`src/rtl/trap_pkg.sv`:
```
// Package: cause codes and per-stage constants for the trap collector.
// Assumes five stages indexed 0 (fetch) to 4 (write-back).
package trap_pkg;

    typedef enum logic [3:0] {
        CAUSE_NONE        = 4'd0,
        CAUSE_FETCH_PAGE  = 4'd1,
        CAUSE_FETCH_ALIGN = 4'd2,
        CAUSE_FETCH_PROT  = 4'd3,
        CAUSE_BAD_OP      = 4'd4,
        CAUSE_ARITH       = 4'd5,
        CAUSE_DATA_PAGE   = 4'd6,
        CAUSE_DATA_ALIGN  = 4'd7,
        CAUSE_DATA_PROT   = 4'd8,
        CAUSE_IRQ         = 4'd9
    } cause_e;

    localparam int N_STAGE  = 5;
    localparam int WB_STAGE = N_STAGE - 1;
    localparam int MEM_STAGE = N_STAGE - 2;

    // Number of fault strobes a stage owns (write-back owns none).
    function automatic int stage_strobes(input int s);
        case (s)
            0:       return 3;
            1:       return 1;
            2:       return 1;
            3:       return 3;
            default: return 0;
        endcase
    endfunction

    // Cause code of the lowest strobe bit of a stage.
    function automatic logic [3:0] stage_base(input int s);
        case (s)
            0:       return 4'(CAUSE_FETCH_PAGE);
            1:       return 4'(CAUSE_BAD_OP);
            2:       return 4'(CAUSE_ARITH);
            3:       return 4'(CAUSE_DATA_PAGE);
            default: return 4'(CAUSE_NONE);
        endcase
    endfunction

endpackage

```
`src/rtl/trap_encoder.sv`:
```
// Module: priority encoder for one stage's fault strobes.
// Lowest-numbered strobe wins; cause = BASE + bit index.
// Assumes BASE + W - 1 stays within the cause code range.
module trap_encoder
    import trap_pkg::*;
#(
    parameter int          W    = 3,
    parameter logic [3:0]  BASE = 4'd1
) (
    input  logic [W-1:0] strobe,
    output logic         hit,
    output cause_e       cause
);

    // Select the lowest active strobe and form its cause code.
    always_comb begin
        hit   = |strobe;
        cause = CAUSE_NONE;
        for (int i = W - 1; i >= 0; i--) begin
            if (strobe[i]) begin
                cause = cause_e'(BASE + 4'(i));
            end
        end
    end

endmodule

```
`src/rtl/trap_slot.sv`:
```
// Module: one pipeline-latch record of the fault state carried with an
// instruction (pending flag and first cause). Cleared by reset or flush.
// Assumes the pipeline advances every clock.
module trap_slot
    import trap_pkg::*;
(
    input  logic   clk,
    input  logic   rst_n,
    input  logic   flush,
    input  logic   in_pend,
    input  cause_e in_cause,
    output logic   pend,
    output cause_e cause
);

    // Capture the record of the instruction entering this latch.
    always_ff @(posedge clk) begin
        if (!rst_n || flush) begin
            pend  <= 1'b0;
            cause <= CAUSE_NONE;
        end else begin
            pend  <= in_pend;
            cause <= in_pend ? in_cause : CAUSE_NONE;
        end
    end

    // a flush leaves no carried record behind.
    assert_slot_cleared_R12: assert property (@(posedge clk) disable iff (!rst_n)
        $past(flush) |-> !pend);

endmodule

```
`src/rtl/trap_commit.sv`:
```
// Module: trap decision at write-back. Takes a recorded fault or an
// enabled interrupt on the oldest valid instruction, drives flush, cause,
// PC and the write blocks. Assumes all inputs settle within the cycle.
module trap_commit
    import trap_pkg::*;
#(
    parameter int PC_W = 32
) (
    input  logic            clk,
    input  logic            rst_n,
    input  logic            wb_valid,
    input  logic            wb_pend,
    input  cause_e          wb_cause,
    input  logic [PC_W-1:0] wb_pc,
    input  logic            mem_pend,
    input  logic            irq_req,
    input  logic            irq_en,
    output logic            flush,
    output logic [3:0]      exc_cause,
    output logic [PC_W-1:0] exc_pc,
    output logic            mem_wr_kill,
    output logic            wb_wr_kill
);

    logic take_fault;
    logic take_irq;

    // Decide whether, and why, the write-back instruction traps.
    always_comb begin
        take_fault  = wb_valid && wb_pend;
        take_irq    = wb_valid && !wb_pend && irq_req && irq_en;
        flush       = take_fault || take_irq;
        exc_cause   = take_fault ? 4'(wb_cause) : (take_irq ? 4'(CAUSE_IRQ) : 4'(CAUSE_NONE));
        exc_pc      = flush ? wb_pc : '0;
        wb_wr_kill  = flush;
        mem_wr_kill = flush || mem_pend;
    end

    // a trap needs a valid write-back instruction.
    assert_take_at_wb_R5: assert property (@(posedge clk) disable iff (!rst_n)
        flush |-> wb_valid);

    // a flush blocks the younger memory write too.
    assert_kill_on_flush_R8: assert property (@(posedge clk) disable iff (!rst_n)
        flush |-> (mem_wr_kill && wb_wr_kill));

    // an interrupt trap needs the request and the mask bit.
    assert_irq_gate_R11: assert property (@(posedge clk) disable iff (!rst_n)
        (flush && exc_cause == 4'(CAUSE_IRQ)) |-> (irq_req && irq_en));

    // a trap always carries a real cause, and none is shown otherwise.
    assert_cause_valid_R2: assert property (@(posedge clk) disable iff (!rst_n)
        flush |-> (exc_cause != 4'(CAUSE_NONE) && exc_cause <= 4'(CAUSE_IRQ)));

    // no cause or PC without a trap.
    assert_quiet_idle_R1: assert property (@(posedge clk) disable iff (!rst_n)
        !flush |-> (exc_cause == 4'(CAUSE_NONE) && exc_pc == '0));

endmodule

```
`src/rtl/trap_collector.sv`:
```
// Module: precise trap collector (top). Encodes per-stage strobes, merges
// them with the record each instruction carries (first cause sticks),
// shifts records down the pipeline and commits at write-back.
// Assumes lockstep advance of all stages and bubbles for stalls.
module trap_collector
    import trap_pkg::*;
#(
    parameter int PC_W = 32
) (
    input  logic              clk,
    input  logic              rst_n,
    input  logic [N_STAGE-1:0] stage_valid,
    input  logic [PC_W-1:0]   wb_pc,
    input  logic [2:0]        if_fault,
    input  logic              id_fault,
    input  logic              ex_fault,
    input  logic [2:0]        mem_fault,
    input  logic              irq_req,
    input  logic              irq_en,
    output logic              flush,
    output logic [3:0]        exc_cause,
    output logic [PC_W-1:0]   exc_pc,
    output logic              mem_wr_kill,
    output logic              wb_wr_kill
);

    logic   carry_pend  [N_STAGE];
    cause_e carry_cause [N_STAGE];
    logic   new_hit     [N_STAGE];
    cause_e new_cause   [N_STAGE];
    logic   comb_pend   [N_STAGE];
    cause_e comb_cause  [N_STAGE];

    // Fetch has no older latch: nothing is carried into it.
    assign carry_pend[0]  = 1'b0;
    assign carry_cause[0] = CAUSE_NONE;

    genvar s;
    generate
        for (s = 0; s < N_STAGE; s++) begin : g_stage
            if (s == 0) begin : g_enc
                trap_encoder #(.W(stage_strobes(0)), .BASE(stage_base(0))) u_enc (
                    .strobe(if_fault), .hit(new_hit[s]), .cause(new_cause[s]));
            end else if (s == 1) begin : g_enc
                trap_encoder #(.W(stage_strobes(1)), .BASE(stage_base(1))) u_enc (
                    .strobe(id_fault), .hit(new_hit[s]), .cause(new_cause[s]));
            end else if (s == 2) begin : g_enc
                trap_encoder #(.W(stage_strobes(2)), .BASE(stage_base(2))) u_enc (
                    .strobe(ex_fault), .hit(new_hit[s]), .cause(new_cause[s]));
            end else if (s == MEM_STAGE) begin : g_enc
                trap_encoder #(.W(stage_strobes(3)), .BASE(stage_base(3))) u_enc (
                    .strobe(mem_fault), .hit(new_hit[s]), .cause(new_cause[s]));
            end else begin : g_noenc
                assign new_hit[s]   = 1'b0;
                assign new_cause[s] = CAUSE_NONE;
            end

            // Merge carried record with this stage's check; bubbles report nothing.
            always_comb begin
                comb_pend[s]  = stage_valid[s] && (carry_pend[s] || new_hit[s]);
                comb_cause[s] = carry_pend[s] ? carry_cause[s] : new_cause[s];
            end

            if (s > 0) begin : g_slot
                trap_slot u_slot (
                    .clk      (clk),
                    .rst_n    (rst_n),
                    .flush    (flush),
                    .in_pend  (comb_pend[s-1]),
                    .in_cause (comb_cause[s-1]),
                    .pend     (carry_pend[s]),
                    .cause    (carry_cause[s])
                );
            end
        end
    endgenerate

    trap_commit #(.PC_W(PC_W)) u_commit (
        .clk         (clk),
        .rst_n       (rst_n),
        .wb_valid    (stage_valid[WB_STAGE]),
        .wb_pend     (comb_pend[WB_STAGE]),
        .wb_cause    (comb_cause[WB_STAGE]),
        .wb_pc       (wb_pc),
        .mem_pend    (comb_pend[MEM_STAGE]),
        .irq_req     (irq_req),
        .irq_en      (irq_en),
        .flush       (flush),
        .exc_cause   (exc_cause),
        .exc_pc      (exc_pc),
        .mem_wr_kill (mem_wr_kill),
        .wb_wr_kill  (wb_wr_kill)
    );

    // a memory-stage bubble never blocks a write on its own.
    assert_bubble_quiet_R7: assert property (@(posedge clk) disable iff (!rst_n)
        (!stage_valid[MEM_STAGE] && !flush) |-> !mem_wr_kill);

endmodule

```
`config.mk`:
```
export PLATFORM = sky130hd
export DESIGN_NAME = trap_collector
export DESIGN_NICKNAME = d
export VERILOG_FILES = /design/src/rtl/trap_pkg.sv /design/src/rtl/trap_encoder.sv /design/src/rtl/trap_slot.sv /design/src/rtl/trap_commit.sv /design/src/rtl/trap_collector.sv
export SDC_FILE = /design/constraint.sdc
export NUM_CORES = 1
export LEC_CHECK = 0
export BUFFER_PORTS_ARGS = -buffer_cell sky130_fd_sc_hd__clkbuf_2
export CAP_MARGIN = 5
export CORE_AREA = 4 4 58 60
export CTS_CLUSTER_SIZE = 8
export DETAILED_ROUTE_END_ITERATION = 6
export DIE_AREA = 0 0 62 64
export PLACE_DENSITY = 0.74
export SYNTH_ARGS = -nofsm -noshare
export SYNTH_HDL_FRONTEND = slang
export SYNTH_SLANG_ARGS = --single-unit
```
`constraint.sdc`:
```
create_clock -name clk -period 1 [get_ports clk]
set_input_delay 0 -clock clk [delete_from_list [all_inputs] [get_ports clk]]
set_output_delay 0 -clock clk [all_outputs]
set_load 0.02 [all_outputs]
```
== Yosys cells after proc, flatten, opt, wreduce, memory -nomap -nowiden ==
Index checks and enable logic that the tools add are counted.
Storage, ports and cells
  memories: 0
  output and inout port bits: 39
  ROM bits: 0
  flip-flop bits (word level): 20
  memory bits (writable): 0
  bits in latches: 0
  bits of input ports: 49
  word-level logic and storage cells: 54
Cells by class
  reductions and logical operators: 25
  bitwise operators: 4
  muxes and demuxes: 15
  multiply operators: 0
  magnitude comparators: 0
  equal/unequal tests: 0
  shift operators: 0
  add/subtract/negate cells: 0
  divide/modulo/power cells: 0
Operators with widths (count)
  4-bit 2-to-1 mux: 9
  32-bit 2-to-1 mux: 1
  1-bit logical AND: 9
  3-bit OR reduction: 3
  2-bit OR reduction: 4
  1-bit logical OR: 6
  3-bit 2-to-1 mux: 2
  2-bit 2-to-1 mux: 2
  1-bit NOT: 4
  4-bit OR reduction: 1
  1-bit zero test: 2
  1-bit 2-to-1 mux: 1

== Longest topological paths before layout ==
  depth in word-level cells: 8
  depth in mapped cells: 4
  gate-level depth less buffers: 3

== Hierarchy ==
From an unflattened synthesis, not the netlist that was laid out.
Unflattened totals
  cells, all modules: 136
  area, all modules: 1291.2 sq um
By module, submodules not included
  trap_slot: cells each 10, area each 150.1 sq um, instances 4, sequential area each 100.1 sq um
  trap_commit: cells each 50, area each 334.1 sq um, instances 1, sequential area each 0.0 sq um
  trap_collector: cells each 21, area each 195.2 sq um, instances 1, sequential area each 0.0 sq um
  trap_encoder at g_stage[1].g_enc.u_enc ...: cells each 6, area each 41.3 sq um, instances 2, sequential area each 0.0 sq um
  trap_encoder at g_stage[0].g_enc.u_enc: cells each 8, area each 45.0 sq um, instances 1, sequential area each 0.0 sq um
  trap_encoder at g_stage[3].g_enc.u_enc: cells each 5, area each 33.8 sq um, instances 1, sequential area each 0.0 sq um

== Worst setup path before layout ==
Ideal clock, no wire load.
  path type: register to output
  from: register g_stage[4].g_slot.u_slot.pend
  to: output port exc_pc[21]
  path buffers: 1
  stages on the path, launching flop included: 5
  required time: 1000 ps
  setup slack: -56 ps
  data arrival time: 1056 ps
  cell sequence: dfxtp_1 a21oi_4 nor2_4 buf_2 and2_1
On the way
  word-level cells in the longest chain between the ends: 7
  elaborated cells on any way between the ends: 8
  those cells by class: mux (1); reduce/logical (7)
Ends and longest elaborated chain
  from (decl): line trap_slot.sv:12  | output logic pend,
  from (signal assigned): line trap_slot.sv:22  | pend <= in_pend;
  1-bit logical AND (*): line trap_collector.sv:60  | comb_pend[s] = stage_valid[s] && (carry_pend[s] || new_hit[s]);
  1-bit zero test: line trap_commit.sv:31  | take_irq = wb_valid && !wb_pend && irq_req && irq_en;
  1-bit logical AND (3 in a row): line trap_commit.sv:31
  1-bit logical OR (*): line trap_commit.sv:32  | flush = take_fault || take_irq;
  via flush: line trap_collector.sv:20  | output logic flush,
  32-bit 2-to-1 mux (*): line trap_commit.sv:34  | exc_pc = flush ? wb_pc : '0;
  to (decl): line trap_collector.sv:22  | output logic [PC_W-1:0] exc_pc,
The timed path passes the listed nets; every way through them passes the cells marked *.

== Worst setup path in the final report ==
  from: register g_stage[4].g_slot.u_slot.pend
  to: output port exc_pc[13]
On the way
  word-level cells in the longest chain between the ends: 7
  elaborated cells on any way between the ends: 8
  those cells by class: mux (1); reduce/logical (7)
Ends and longest elaborated chain (line)
  1-bit logical AND (*): trap_collector.sv:60
  1-bit zero test: trap_commit.sv:31
  1-bit logical AND (3 in a row): trap_commit.sv:31
  1-bit logical OR (*): trap_commit.sv:32
  32-bit 2-to-1 mux (*): trap_commit.sv:34
Every way passes the cells marked *; elsewhere a longest branch is shown, timed or not.

==> flow_metrics.tcl <==
set metrics [dict create \
    min_period_ns 1.45 \
    grt_pass1_wl_um 6220 \
    numPortBuffers 87 \
    endpoint "exc_pc[13]" \
    criticalPathCategory "register to output port" \
    drt_iter0_markers 67 \
    setup_tns_ns -18.36 \
    rows 20 \
    cts_made_buffers 3 \
    maxCapViolations 0 \
    synth_area_sq_um 885 \
    drt-total-wl_um 4890 \
    worst-slew-pin-transition_ns 0.443 \
    layout.nets 271 \
    violations "negative setup slack" \
    regArea_sq_um 322 \
    drc 0 \
    diodes 0 \
    synth_area_leaders "dfxtp_1, and2_1, nor2_1, a2111oi_2, o41ai_4" \
    cp-startpoint "g_stage[4].g_slot.u_slot.pend" \
    fmaxAchievable_mhz 691 \
    synth_top_cell_area_share_pct 36.2 \
    num_vias 1299 \
    drtPass1Iterations 4 \
    insertion_delay_ns 0.29 \
    yosysWarnings 0 \
    hold_viol 0 \
    die_area_sq_um 3970 \
    grt-ovfl-total 0 \
    min_path_type "input pin to register" \
    core_sq_um 2930 \
    clock_path_buffers 2 \
    synthArstFlopShare_pct 0 \
    syn_area_per_cell_sq_um 8.76 \
    area_growth_pct 151 \
    fin_crit_sh_pct 145 \
    reg2reg_to "g_stage[4].g_slot.u_slot.cause[1]" \
    ctsRootBufferMaster "clkbuf_4" \
    htreeDepth 1 \
    rr_startpoint "g_stage[4].g_slot.u_slot.pend" \
    irDropWorstVdd_v 0.00101 \
    critPathCaptureType "output port" \
    synth_most_common_cell "and2_1" \
    critical_path_peak_fanout 9 \
    die_w_um 62 \
    synth-xor-area-share_pct 0 \
    synth_fa_ha_area_share_pct 0 \
    dpl.hpwl_um 2100 \
    path_clk_slew_ns 0.09 \
    status "complete, but fails checks" \
    grt_pass1_vias 1241 \
    syn_inst 101 \
    seq_area_frac_synth_pct 36.2 \
    cts_tree "built" \
    synth_top_family_by_area "simple AND/OR/NAND/NOR gates" \
    cp_data_arrival_time_ns 1.45 \
    num-fill-cells 168 \
    power_density_nw_per_um2 844 \
    multi_input_area_sq_um 709 \
    yosysUniqueCellTypes 26 \
    ios 88 \
    gp_congestion 0.720 \
    slew_headroom_pct 70.4 \
    hold_depth 3 \
    grt_max_degree 10 \
    grt_antenna_before_repair 0 \
    cts.sinks 16 \
    worst_slack_ns -0.448 \
    reg2reg_depth 6 \
    layout-drive-gt1-share_pct 75.9 \
    wl_per_cell_um 19.3 \
    synth_largest_area_cell "dfxtp_1" \
    ys_ff_latch 16 \
    synth_ff_type "dfxtp_1" \
    initial_core_util_pct 30.2 \
    vias_per_cell 5.13 \
    muxShareOfSynthArea_pct 0 \
    synth_fp_nets 150 \
    leakage_nw 1.04 \
    die_y_um 64 \
    r2r_slack_ns -0.30 \
    report.final.setup_viol 55 \
    rsz0062_at_grt "yes" \
    start_kind "register" \
    grt_use_total_pct 21.0 \
    synth-compound-area-share_pct 16.5 \
    yosys.area_share.simple_pct 42.1 \
    worstPathRequired_ns 1.00 \
    synth.top_cells.by_count "and2_1, dfxtp_1, nor2_1, a21oi_1, nand3_1" \
    fin_worst_skew_ns 0.00918 \
    synth_edf_count 0 \
    finalMaxSlewViolations 0 \
    ant_nets 0 \
    dp_slack_ns -0.195 \
]
[per-layer routing]
metal	vias to the layer above	wire length [um]	GRT usage, %
met5	-	0	0
met4	0	226	5.57
met3	18	591	6.87
met2	81	2380	37.2
met1	622	1680	23.1
li1	578	-	-
[final cells by class]
cell class	instances	area share, %
repair buffers	119	50.3
multi-input cells	79	31.9
flip-flops and latches	16	14.5
well taps	33	1.86
clock buffers	3	1.01
inverters	3	0.506
[kinds of logic (layout without fill, tap and decap cells)]
family | Yosys count | in the layout
flops | 16 | 16
compound gates | 15 | 15
simple gates | 62 | 64
buf+inv | 8 | 125
[where the power goes]
part           internal [mW]  switching, mW  leakage [nW]
Sequential             0.661         0.0147         0.131
Clock                  0.140          0.192        0.0138
Combinational          0.480          0.388         0.893
[worst max-delay path, stage by stage, from the launching register on]
cell and delay, ns:
dfxtp_2 0.36, a21oi_4 0.05, buf_6 0.13, nor2_4 0.22, and2_1 0.23, clkbuf_8 0.17
[flip-flops by register name, summed over array words and instances (netlist names)]
name                         flops
g_stage.g_slot.u_slot.cause     12
g_stage.g_slot.u_slot.pend       4
[cell usage in the layout, fill, tap and decap left out, drive strengths merged]
master,Yosys,layout
nand3,4,4
and3,2,2
o21ai,5,5
nor3b,3,3
nand3b,2,2
and2,32,32
o41ai,1,1
buf,3,54
nor2,12,14
a2111oi,2,2
clkbuf,2,59
dfxtp,16,16
inv,3,3
nor4b,1,1
nor2b,2,2
nor3,2,2
nand2,2,2
a21oi,6,6
dlygate4sd3,0,9
o31ai,1,1
[worst min path at each step]
| stage | slack (ns) | start | end |
|---|---|---|---|
| floorplan | 0.07 | if_fault[0] | g_stage[1].g_slot.u_slot.cause[1] |
| global placement | 0.21 | if_fault[0] | g_stage[1].g_slot.u_slot.cause[1] |
| detailed placement | 0.21 | if_fault[0] | g_stage[1].g_slot.u_slot.cause[1] |
| CTS | 0.007 | ex_fault | g_stage[3].g_slot.u_slot.pend |
| global route | 0.1 | stage_valid[3] | g_stage[4].g_slot.u_slot.cause[2] |
| finish | 0.08 | ex_fault | g_stage[3].g_slot.u_slot.pend |
[timing repair]
action / 4_1_cts / 5_1_grt
hold endpoints to repair: 10 / 0
hold buffers: 9 / 0
setup endpoints to repair: 55 / 55
pin swaps: 13 / 24
cloned: 3 / 0
gates resized for setup: 101 / 60
buffers inserted: 14 / 2
[stage by stage]
stage	utilization, %	instances	power (mW)	hold slack, ns	cell area, sq um
3_3_place_gp	47.7	223	1.13	0.207	1400
3_5_place_dp	47.7	223	1.13	0.215	1400
5_1_grt	75.9	253	1.96	0.0961	2220
6_report	75.9	253	1.88	0.0773	2220
2_1_floorplan	-	101	0.937	0.0714	903
4_1_cts	71.3	252	1.75	0.00748	2090
Note: power is estimated with default switching activity, not from simulation.
